[config.mk]
export PLATFORM = sky130hd
export DESIGN_NAME = crf_regfile
export DESIGN_NICKNAME = d
export VERILOG_FILES = /design/src/rtl/crf_pkg.sv /design/src/rtl/crf_idx_decode.sv /design/src/rtl/crf_cycle_ctr.sv /design/src/rtl/crf_mode_next.sv /design/src/rtl/crf_regfile.sv
export SDC_FILE = /design/constraint.sdc
export NUM_CORES = 2
export LEC_CHECK = 0
export BUFFER_PORTS_ARGS = -buffer_cell sky130_fd_sc_hd__buf_2
export CAP_MARGIN = 25
export CORE_MARGIN = 5
export CORE_UTILIZATION = 59
export CTS_BUF_LIST = sky130_fd_sc_hd__clkbuf_4 sky130_fd_sc_hd__clkbuf_8
export CTS_CLUSTER_SIZE = 40
export DETAILED_ROUTE_END_ITERATION = 8
export MAX_ROUTING_LAYER = met4
export PLACE_DENSITY = 0.79
export SETUP_SLACK_MARGIN = 0.3
export SYNTH_ARGS = -nofsm -noshare
export SYNTH_HDL_FRONTEND = slang
export SYNTH_SLANG_ARGS = --single-unit
export TNS_END_PERCENT = 1
[constraint.sdc]
create_clock -name clk -period 7 [get_ports clk]
set_input_delay 0.7 -clock clk [delete_from_list [all_inputs] [get_ports clk]]
set_output_delay 0.7 -clock clk [all_outputs]
set_load 0.02 [all_outputs]
[src/rtl/crf_pkg.sv]
package crf_pkg;
    localparam int IDX_W = 6;
    localparam int NSEG  = 8;

    localparam logic [IDX_W-1:0] IDX_CR0    = 6'd0;
    localparam logic [IDX_W-1:0] IDX_CR2    = 6'd2;
    localparam logic [IDX_W-1:0] IDX_CR3    = 6'd3;
    localparam logic [IDX_W-1:0] IDX_CR4    = 6'd4;
    localparam logic [IDX_W-1:0] IDX_CR8    = 6'd8;
    localparam logic [IDX_W-1:0] IDX_EFER   = 6'd16;
    localparam logic [IDX_W-1:0] IDX_FLAGS  = 6'd17;
    localparam logic [IDX_W-1:0] IDX_CSATTR = 6'd18;
    localparam logic [IDX_W-1:0] IDX_MODE   = 6'd19;
    localparam logic [IDX_W-1:0] IDX_TSC    = 6'd20;
    localparam logic [2:0]       GRP_BASE   = 3'b011;  // 24..31
    localparam logic [2:0]       GRP_EFF    = 3'b100;  // 32..39
    localparam int               SLOT_FS    = 4;       // slots below this are ES,CS,SS,DS

    localparam int CR0_PE   = 0;
    localparam int CR0_ET   = 4;
    localparam int CR0_PG   = 31;
    localparam int CR4_PSE  = 4;
    localparam int CR4_PAE  = 5;
    localparam int CR4_PGE  = 7;
    localparam int EFER_LME = 0;
    localparam int EFER_LMA = 1;
    localparam int FLG_VM   = 17;
    localparam int CSA_LM   = 2;

    typedef enum logic {
        OPM_LEGACY = 1'b0,
        OPM_LONG   = 1'b1
    } opmode_e;

    typedef enum logic [2:0] {
        SUB_REAL   = 3'd0,
        SUB_PROT   = 3'd1,
        SUB_V86    = 3'd2,
        SUB_COMPAT = 3'd3,
        SUB_64     = 3'd4
    } submode_e;

    function automatic logic idx_legal(input logic [IDX_W-1:0] i);
        case (i)
            IDX_CR0, IDX_CR2, IDX_CR3, IDX_CR4, IDX_CR8,
            IDX_EFER, IDX_FLAGS, IDX_CSATTR, IDX_MODE, IDX_TSC: return 1'b1;
            default: return (i[5:3] == GRP_BASE) || (i[5:3] == GRP_EFF);
        endcase
    endfunction
endpackage

[src/rtl/crf_idx_decode.sv]
module crf_idx_decode import crf_pkg::*; (
    input  logic [IDX_W-1:0] idx,
    output logic             legal
);
    assign legal = idx_legal(idx);
endmodule

[src/rtl/crf_cycle_ctr.sv]
module crf_cycle_ctr #(
    parameter int DW = 64
) (
    input  logic          clk,
    input  logic          rst,
    output logic [DW-1:0] count
);
    always_ff @(posedge clk) begin
        if (rst) count <= '0;
        else     count <= count + 1'b1;
    end
endmodule

[src/rtl/crf_mode_next.sv]
module crf_mode_next import crf_pkg::*; (
    input  logic     wr_cr0,
    input  logic     wr_csattr,
    input  logic     wd_pg,
    input  logic     wd_pe,
    input  logic     wd_lm,
    input  logic     cr0_pg,
    input  logic     efer_lme,
    input  logic     efer_lma,
    input  logic     flags_vm,
    input  logic     csattr_lm,
    input  opmode_e  mode_q,
    input  submode_e sub_q,
    output opmode_e  mode_d,
    output submode_e sub_d,
    output logic     lma_d,
    output logic     pg_tog,
    output logic     lm_tog
);
    assign pg_tog = wd_pg ^ cr0_pg;
    assign lm_tog = wd_lm ^ csattr_lm;

    always_comb begin
        mode_d = mode_q;
        sub_d  = sub_q;
        lma_d  = efer_lma;
        if (wr_cr0) begin
            if (pg_tog && efer_lme) begin
                mode_d = wd_pg ? OPM_LONG : OPM_LEGACY;
                lma_d  = wd_pg;
            end
            unique case (mode_d)
                OPM_LONG:   sub_d = csattr_lm ? SUB_64 : SUB_COMPAT;
                OPM_LEGACY: sub_d = flags_vm ? SUB_V86 : (wd_pe ? SUB_PROT : SUB_REAL);
            endcase
        end else if (wr_csattr && lm_tog && mode_q == OPM_LONG) begin
            sub_d = wd_lm ? SUB_64 : SUB_COMPAT;
        end
    end
endmodule

[src/rtl/crf_regfile.sv]
module crf_regfile import crf_pkg::*; #(
    parameter int DW = 64
) (
    input  logic             clk,
    input  logic             rst,
    input  logic             wr_en,
    input  logic [IDX_W-1:0] wr_idx,
    input  logic [DW-1:0]    wr_data,
    input  logic [IDX_W-1:0] rd_idx,
    output logic [DW-1:0]    rd_data,
    output logic             rd_err,
    output logic             wr_err,
    output logic             inv_all,
    output logic             inv_nonglobal,
    output logic             cur_mode,
    output logic [2:0]       cur_submode,
    output logic [1:0]       cur_cpl
);
    localparam int NPORT = 2;

    logic [DW-1:0] cr0_q, cr2_q, cr3_q, cr4_q, cr8_q;
    logic [DW-1:0] efer_q, flags_q, csattr_q, tsc_off_q;
    logic [DW-1:0] base_q [NSEG];
    logic [DW-1:0] eff_q  [NSEG];
    opmode_e       mode_q, mode_d;
    submode_e      sub_q, sub_d;
    logic [1:0]    cpl_q;
    logic          wr_err_q, inv_all_q, inv_ng_q;
    logic          lma_d, pg_tog, lm_tog;
    logic [DW-1:0] cyc;
    logic          wr_ok;

    logic [IDX_W-1:0] dec_idx   [NPORT];
    logic             dec_legal [NPORT];
    assign dec_idx[0] = rd_idx;
    assign dec_idx[1] = wr_idx;

    for (genvar p = 0; p < NPORT; p++) begin : g_dec
        crf_idx_decode u_dec (.idx(dec_idx[p]), .legal(dec_legal[p]));
    end

    assign wr_ok = wr_en && dec_legal[1];

    crf_cycle_ctr #(.DW(DW)) u_cyc (.clk(clk), .rst(rst), .count(cyc));

    crf_mode_next u_mode (
        .wr_cr0   (wr_ok && wr_idx == IDX_CR0),
        .wr_csattr(wr_ok && wr_idx == IDX_CSATTR),
        .wd_pg    (wr_data[CR0_PG]),
        .wd_pe    (wr_data[CR0_PE]),
        .wd_lm    (wr_data[CSA_LM]),
        .cr0_pg   (cr0_q[CR0_PG]),
        .efer_lme (efer_q[EFER_LME]),
        .efer_lma (efer_q[EFER_LMA]),
        .flags_vm (flags_q[FLG_VM]),
        .csattr_lm(csattr_q[CSA_LM]),
        .mode_q   (mode_q),
        .sub_q    (sub_q),
        .mode_d   (mode_d),
        .sub_d    (sub_d),
        .lma_d    (lma_d),
        .pg_tog   (pg_tog),
        .lm_tog   (lm_tog)
    );

    // State register and write side effects
    always_ff @(posedge clk) begin
        if (rst) begin
            cr0_q         <= '0;
            cr0_q[CR0_ET] <= 1'b1;
            cr2_q <= '0; cr3_q <= '0; cr4_q <= '0; cr8_q <= '0;
            efer_q <= '0; flags_q <= '0; csattr_q <= '0; tsc_off_q <= '0;
            for (int s = 0; s < NSEG; s++) begin
                base_q[s] <= '0;
                eff_q[s]  <= '0;
            end
            mode_q    <= OPM_LEGACY;
            sub_q     <= SUB_REAL;
            cpl_q     <= '0;
            wr_err_q  <= 1'b0;
            inv_all_q <= 1'b0;
            inv_ng_q  <= 1'b0;
        end else begin
            wr_err_q  <= wr_en && !dec_legal[1];
            inv_all_q <= 1'b0;
            inv_ng_q  <= 1'b0;
            if (wr_ok) begin
                case (wr_idx)
                    IDX_CR0: begin
                        cr0_q            <= wr_data;
                        cr0_q[CR0_ET]    <= 1'b1;
                        efer_q[EFER_LMA] <= lma_d;
                        mode_q           <= mode_d;
                        sub_q            <= sub_d;
                        inv_all_q        <= pg_tog;
                    end
                    IDX_CR2: cr2_q <= wr_data;
                    IDX_CR3: begin
                        cr3_q    <= wr_data;
                        inv_ng_q <= 1'b1;
                    end
                    IDX_CR4: begin
                        cr4_q     <= wr_data;
                        inv_all_q <= (cr4_q[CR4_PSE] ^ wr_data[CR4_PSE])
                                   | (cr4_q[CR4_PAE] ^ wr_data[CR4_PAE])
                                   | (cr4_q[CR4_PGE] ^ wr_data[CR4_PGE]);
                    end
                    IDX_CR8:   cr8_q   <= wr_data;
                    IDX_EFER:  efer_q  <= wr_data;
                    IDX_FLAGS: flags_q <= wr_data;
                    IDX_CSATTR: begin
                        csattr_q <= wr_data;
                        sub_q    <= sub_d;
                        cpl_q    <= wr_data[1:0];
                        if (lm_tog) begin
                            for (int s = 0; s < SLOT_FS; s++)
                                eff_q[s] <= wr_data[CSA_LM] ? '0 : base_q[s];
                        end
                    end
                    IDX_MODE: begin
                        mode_q <= opmode_e'(wr_data[0]);
                        sub_q  <= submode_e'(wr_data[3:1]);
                        cpl_q  <= wr_data[5:4];
                    end
                    IDX_TSC: tsc_off_q <= wr_data - cyc;
                    default: begin
                        if (wr_idx[5:3] == GRP_BASE) begin
                            base_q[wr_idx[2:0]] <= wr_data;
                            if (int'(wr_idx[2:0]) >= SLOT_FS ||
                                !(efer_q[EFER_LMA] && csattr_q[CSA_LM]))
                                eff_q[wr_idx[2:0]] <= wr_data;
                        end else begin
                            eff_q[wr_idx[2:0]] <= wr_data;
                        end
                    end
                endcase
            end
        end
    end

    // Outputs
    always_comb begin
        rd_data = '0;
        if (dec_legal[0]) begin
            case (rd_idx)
                IDX_CR0:    rd_data = cr0_q;
                IDX_CR2:    rd_data = cr2_q;
                IDX_CR3:    rd_data = cr3_q;
                IDX_CR4:    rd_data = cr4_q;
                IDX_CR8:    rd_data = cr8_q;
                IDX_EFER:   rd_data = efer_q;
                IDX_FLAGS:  rd_data = flags_q;
                IDX_CSATTR: rd_data = csattr_q;
                IDX_MODE:   rd_data[5:0] = {cpl_q, sub_q, mode_q};
                IDX_TSC:    rd_data = tsc_off_q + cyc;
                default:    rd_data = (rd_idx[5:3] == GRP_BASE) ? base_q[rd_idx[2:0]]
                                                                : eff_q[rd_idx[2:0]];
            endcase
        end
    end

    assign rd_err        = !dec_legal[0];
    assign wr_err        = wr_err_q;
    assign inv_all       = inv_all_q;
    assign inv_nonglobal = inv_ng_q;
    assign cur_mode      = mode_q;
    assign cur_submode   = sub_q;
    assign cur_cpl       = cpl_q;
endmodule

---- Word level (Yosys, flattened, before mapping) ----
Memories as Yosys holds them, arrays and structs flattened.
Cells that the tools add are included.
word-level totals
  flip-flop bits (word level) ............. 648
  RAM bits ................................ 1,024
  input bits .............................. 79
  output and inout bits ................... 74
  memories ................................ 2
memory list
  memory  words  width  rd ports  clocked after memory_dff  write ports  RTL line           RTL
  base_q  8      64     5         0                         8            crf_regfile.sv:23  logic [DW-1:0] base_q [NSEG];
  eff_q   8      64     1         0                         8            crf_regfile.sv:24  logic [DW-1:0] eff_q [NSEG];
cells by class
  $add $sub $neg .......................... 3
  order comparisons ....................... 1
  eq/ne operators ......................... 25
  muxes and demuxes ....................... 63
  bitwise logic cells ..................... 14
  reductions and logical operators ........ 39
operators with widths
  operator               number
  $mux 64                13
  $pmux 58 s10           1
  $reduce_or 64->1       2
  $add 64x1->64 const B  1
  $add 64x64->64         1
  $sub 64x64->64         1
  $eq 6x5->1 const B     10
  $pmux 6 s10            1
  $mux 1                 35
  $eq 6x2->1 const B     4
  $mux 3                 7
  $reduce_and 2->1       10
  $reduce_or 10->1       2
  $eq 6x3->1 const B     2
  $eq 6x4->1 const B     2
  $logic_not 6->1        2
  $pmux 3 s2             2
  $logic_and 1x1->1      8
  $reduce_bool 2->1      4
  $or 1x1->1             7
  $eq 3x2->1 const B     2
  $eq 3x3->1 const B     2
  $pmux 1 s2             3
  $reduce_and 3->1       2
  10 further kinds       21

---- Depth between registers and ports, before layout ----
  depth after elaboration ................. 12
  depth in mapped cells ................... 14
  mapped depth without buffers ............ 13

---- Hierarchy ----
From an unflattened synthesis, not the netlist that was laid out.
unflattened totals
  cell total of the unflattened synthesis .. 7,581
  area, all modules ....................... 81,629.5 µm²
modules (own cells, without submodules)
  module          times used  cells an instance  area each (µm²)  sequential area each (µm²)
  crf_regfile     1           7,195              78,410.2         42,440.7
  crf_cycle_ctr   1           343                2,930.3          1,281.2
  crf_mode_next   1           29                 191.4            0.0
  crf_idx_decode  2           7                  48.8             0.0

---- Worst setup path before layout ----
No wires, ideal clock.
  path type ............................... input-to-reg
  start point ............................. input port wr_idx[1]
  end point ............................... memory base_q[4][0] (enable)
  setup time .............................. 574 ps
  arrival time ............................ 6,713 ps
  setup slack ............................. -287 ps
  cell stages on the path ................. 10
  path buffers ............................ 3
  cell sequence ........................... buf_2 > nor2_2 > nand2_1 > a31oi_1 > nand2_1 > nor2_1 > nand4_1 > clkbuf_1 > clkbuf_1 > o21ai_0
RTL lines
  item         RTL line           RTL
  from (decl)  crf_regfile.sv:7   input logic [IDX_W-1:0] wr_idx,
  to (decl)    crf_regfile.sv:23

---- Worst setup path in the final report ----
  start point ............................. register u_cyc.count[0]
  end point ............................... output port rd_data[24]
on the way
  word-level cells in the longest chain between the ends .. 3
RTL lines
  item                    RTL line             RTL
  from (decl)             crf_cycle_ctr.sv:6   output logic [DW-1:0] count
  from (signal assigned)  crf_cycle_ctr.sv:10  else count <= count + 1'b1;
  $add 64x64->64          crf_regfile.sv:155   IDX_TSC: rd_data = tsc_off_q + cyc;
  $pmux 58 s10            crf_regfile.sv:145   case (rd_idx)
  $mux 64                 crf_regfile.sv:144   if (dec_legal[0]) begin
  to (decl)               crf_regfile.sv:10    output logic [DW-1:0] rd_data,
No other way between the ends.

==> reports/qor.tcl <==
set qor(design.die.area_sq_um) 145000
set qor(floorplan.initialDensity_pct) 59.1
set qor(maxSlewHeadroom_pct) 19.0
set qor(yosysMostFrequentCell) {nand2_1}
set qor(core_sq_um) 137000
set qor(die_h_um) 380
set qor(dp_hpwl_mm) 167
set qor(avgViaCountPerCell) 6.76
set qor(multiInputGateArea_sq_um) 34700
set qor(clock_sink_count) 1672
set qor(min_period_over_period_pct) 86.5
set qor(cp_max_fanout) 5
set qor(cts.path.max_buffers) 4
set qor(syn_inst_count) 7423
set qor(buffer_ports.inserted) 152
set qor(cap_viol_max_count) 0
set qor(drt-total-wl_mm) 272
set qor(grt_start_max_net_pins) 239
set qor(yosys-top-cells-area) {edfxtp_1 (38%), dfxtp_1 (16%), mux4_2 (8.1%)}
set qor(dpl-instance-area_sq_um) 83100
set qor(synth.distinct_cells) 102
set qor(holdCritPathClass) {in -> reg}
set qor(start_kind) {flip-flop}
set qor(placement_rows) 136
set qor(pre_antenna_drt_iters) 8
set qor(share_of_cells_above_drive_strength_1_pct) 15.0
set qor(grt.total_usage_pct) 37.9
set qor(design.portCount) 153
set qor(regArea_sq_um) 43700
set qor(crit_path_end_kind) {output port}
set qor(synth.cell_area_sq_um) 81000
set qor(stdcell_area_sq_um) 88700
set qor(worst-setup-path-type) {reg -> out}
set qor(grt_overflow) 0
set qor(synth-async-reset-ratio_pct) 0
set qor(cp-startpoint) {u_cyc.count[0]}
set qor(inserted_clock_buffers) 290
set qor(drt_iter0_drc) 9741
set qor(power.leakage_nw) 30.6
set qor(clock_tree.root_cell) {clkbuf_8}
set qor(design.final.nets) 7529
set qor(synth-edff-count) 1024
set qor(synthesis.yosys.warnings) 0
set qor(grt_pass1_wl_mm) 399
set qor(final.setup_skew_ns) 0.0713
set qor(synth.top_cells.by_count) {nand2_1 (1251), edfxtp_1 (1024), and2_1 (757), a21oi_1 (755), dfxtp_1 (648)}
set qor(final_number_of_hold_violating_endpoints) 0
set qor(dr_total_vias) 63100
set qor(critPathArrivalTime_ns) 5.35
set qor(run_status) {finished, final reports clean}
set qor(worst_slew_pin_slew_ns) 1.21
set qor(drt_drc_violations_left) 0
set qor(power_density_nw_per_um2) 242
set qor(fill_cells) 10000
set qor(areaGrowthSynthToFinish_pct) 9.60
set qor(worst-endpoint-required_ns) 6.30
set qor(die_w_um) 380
set qor(ctsHtreeMaxLevel) 5
set qor(ant_nets) 0
set qor(mean_syn_cell_area_sq_um) 10.9
set qor(synth_top_flop_cell) {edfxtp_1}
set qor(synthDominantAreaCellType) {edfxtp_1}
set qor(hold_path_startpoint) {wr_en}
set qor(final-max-slew-violation-count) 0
set qor(syn-num-nets) 7631
set qor(ctsHoldBuffers) 0
set qor(route.detailed.wl_per_inst_um) 29.1
set qor(register_area_share_after_synthesis_pct) 54.0
set qor(quantity_of_gates_resized_following_cts) 0
set qor(finish.utilization_pct) 64.8
set qor(via_count_of_the_first_global_routing_pass) 61800
set qor(r2r-start) {u_cyc.count[7]}
set qor(cts_tree) {built}
set qor(clock_insertion_delay_worst_skew_ns) 1.04
set qor(setup_viol) 0
set qor(finalWeightedCongestion) 0.961
set qor(fmax_mhz) 165
set qor(synth_top_area_share_pct) 38.0
set qor(power.ir.vdd_worst_mv) 0.217
set qor(grt_antenna_before_repair) 41
set qor(ys_ff_latch) 1672
set qor(worst_setup_hold_path_clk_slew_ns) 0.06
set qor(finalHoldWorstSlack_ns) 0.0967
set qor(grt_setup_unrepaired) {no}
set qor(cts_setup_buffers) 0
set qor(finalWorstPathRequiredPeriod_ns) 6.05
kinds of logic after synthesis:
group	after synthesis	share of synthesized area [%]
xor gates and xnor gates	156	1.69
buffers and inverters	774	3.75
adders and majority gates	129	2.01
and+or+nand+nor	2614	15.6
muxes	356	8.92
AOI/OAI and AO/OA	1722	14.0
DFF	1672	54.0
cell type report:
class                           count  area share [%]
Tap cell                         1794            2.53
Multi-Input combinational cell   4977            39.1
Antenna cell                       35          0.0987
Inverter                          108           0.457
Sequential cell                  1672            49.3
Clock buffer                      427            5.85
Timing Repair Buffer              272            2.33
Clock inverter                     50           0.396
cell usage in the layout, fill, tap and decap left out, types with 14 or more instances in the layout:
cell and count:
a211oi_1 25, a21o_1 74, a21oi_1 755, a221oi_1 65
a22o_1 290, a22oi_1 153, a31oi_1 26, and2_1 757
and3_1 21, buf_12 26, buf_2 148, buf_4 92
clkbuf_4 109, clkbuf_8 318, clkinv_1 30, dfxtp_1 648
diode_2 35, edfxtp_1 1024, ha_1 127, inv_1 107
mux2i_1 60, mux4_2 292, nand2_1 1246, nand2b_1 15
nand3_1 83, nand4_1 76, nor2_1 195, nor2_4 18
nor2b_1 18, nor3_1 62, nor4_1 15, o211ai_1 19
o21a_1 14, o21ai_0 125, o21bai_1 23, o22ai_1 21
or3_1 18, xnor2_1 115, xor2_1 41
through the flow:
step           worst slack [ns]  instances  TNS (ns)  power, mW
6_report                  0.947       9335         0       21.5
2_1_floorplan            -0.279       7423   -147.43       12.1
3_5_place_dp               1.81       8822         0       12.8
5_1_grt                   0.838       9328         0       22.1
3_3_place_gp               1.90       8818         0       12.7
4_1_cts                    1.17       9299         0       21.5
report_power, final:
group	leakage [nW]	switching, mW	internal (mW)	total (mW)
combinational	12.7	1.20	0.551	1.75
clock	2.95	3.98	4.89	8.87
sequential	15.0	0.120	10.8	10.9
total	30.6	5.30	16.2	21.5
worst max-delay path: stages (launching register included):
cell and delay (ns):
dfxtp_1 0.40, ha_1 0.21, inv_1 0.06, fa_1 0.38, nand2b_1 0.21, a21o_1 0.20
a211o_1 0.27, nand3_1 0.23, a311oi_1 0.23, o21ai_0 0.46, a31oi_1 0.18, xor2_1 0.25
o2111ai_1 0.95, buf_2 0.34
path summary, 6_finish.rpt:
path	slack, ns	depth (start not counted)	end
hold / removal	0.1	2	wr_err
setup reg to reg	2.92	12	tsc_off_q[54]
hold reg to reg	0.45	2	cr8_q[62]
setup / recovery	0.95	13	rd_data[24]
sequential cells by signal, summed over array words and instances (netlist names), 2 cells and up:
| name | count |
|---|---|
| u_cyc.count | 64 |
| flags_q | 64 |
| eff_q | 512 |
| cr4_q | 64 |
| cur_submode | 3 |
| cr2_q | 64 |
| tsc_off_q | 64 |
| cr0_q | 63 |
| efer_q | 64 |
| csattr_q | 64 |
| cur_cpl | 2 |
| cr3_q | 64 |
| base_q | 512 |
| cr8_q | 64 |
metal layers:
layer / up-vias / part of all wire [%] / global-route usage [%]
met1: 30500 / 35 / 46.2
met2: 4746 / 45 / 56.4
li1: 26800 / - / -
met5: - / 0 / -
met3: 1069 / 14 / 12.0
met4: 0 / 6.5 / 20.9
Note: power is estimated with default switching activity, not from simulation.
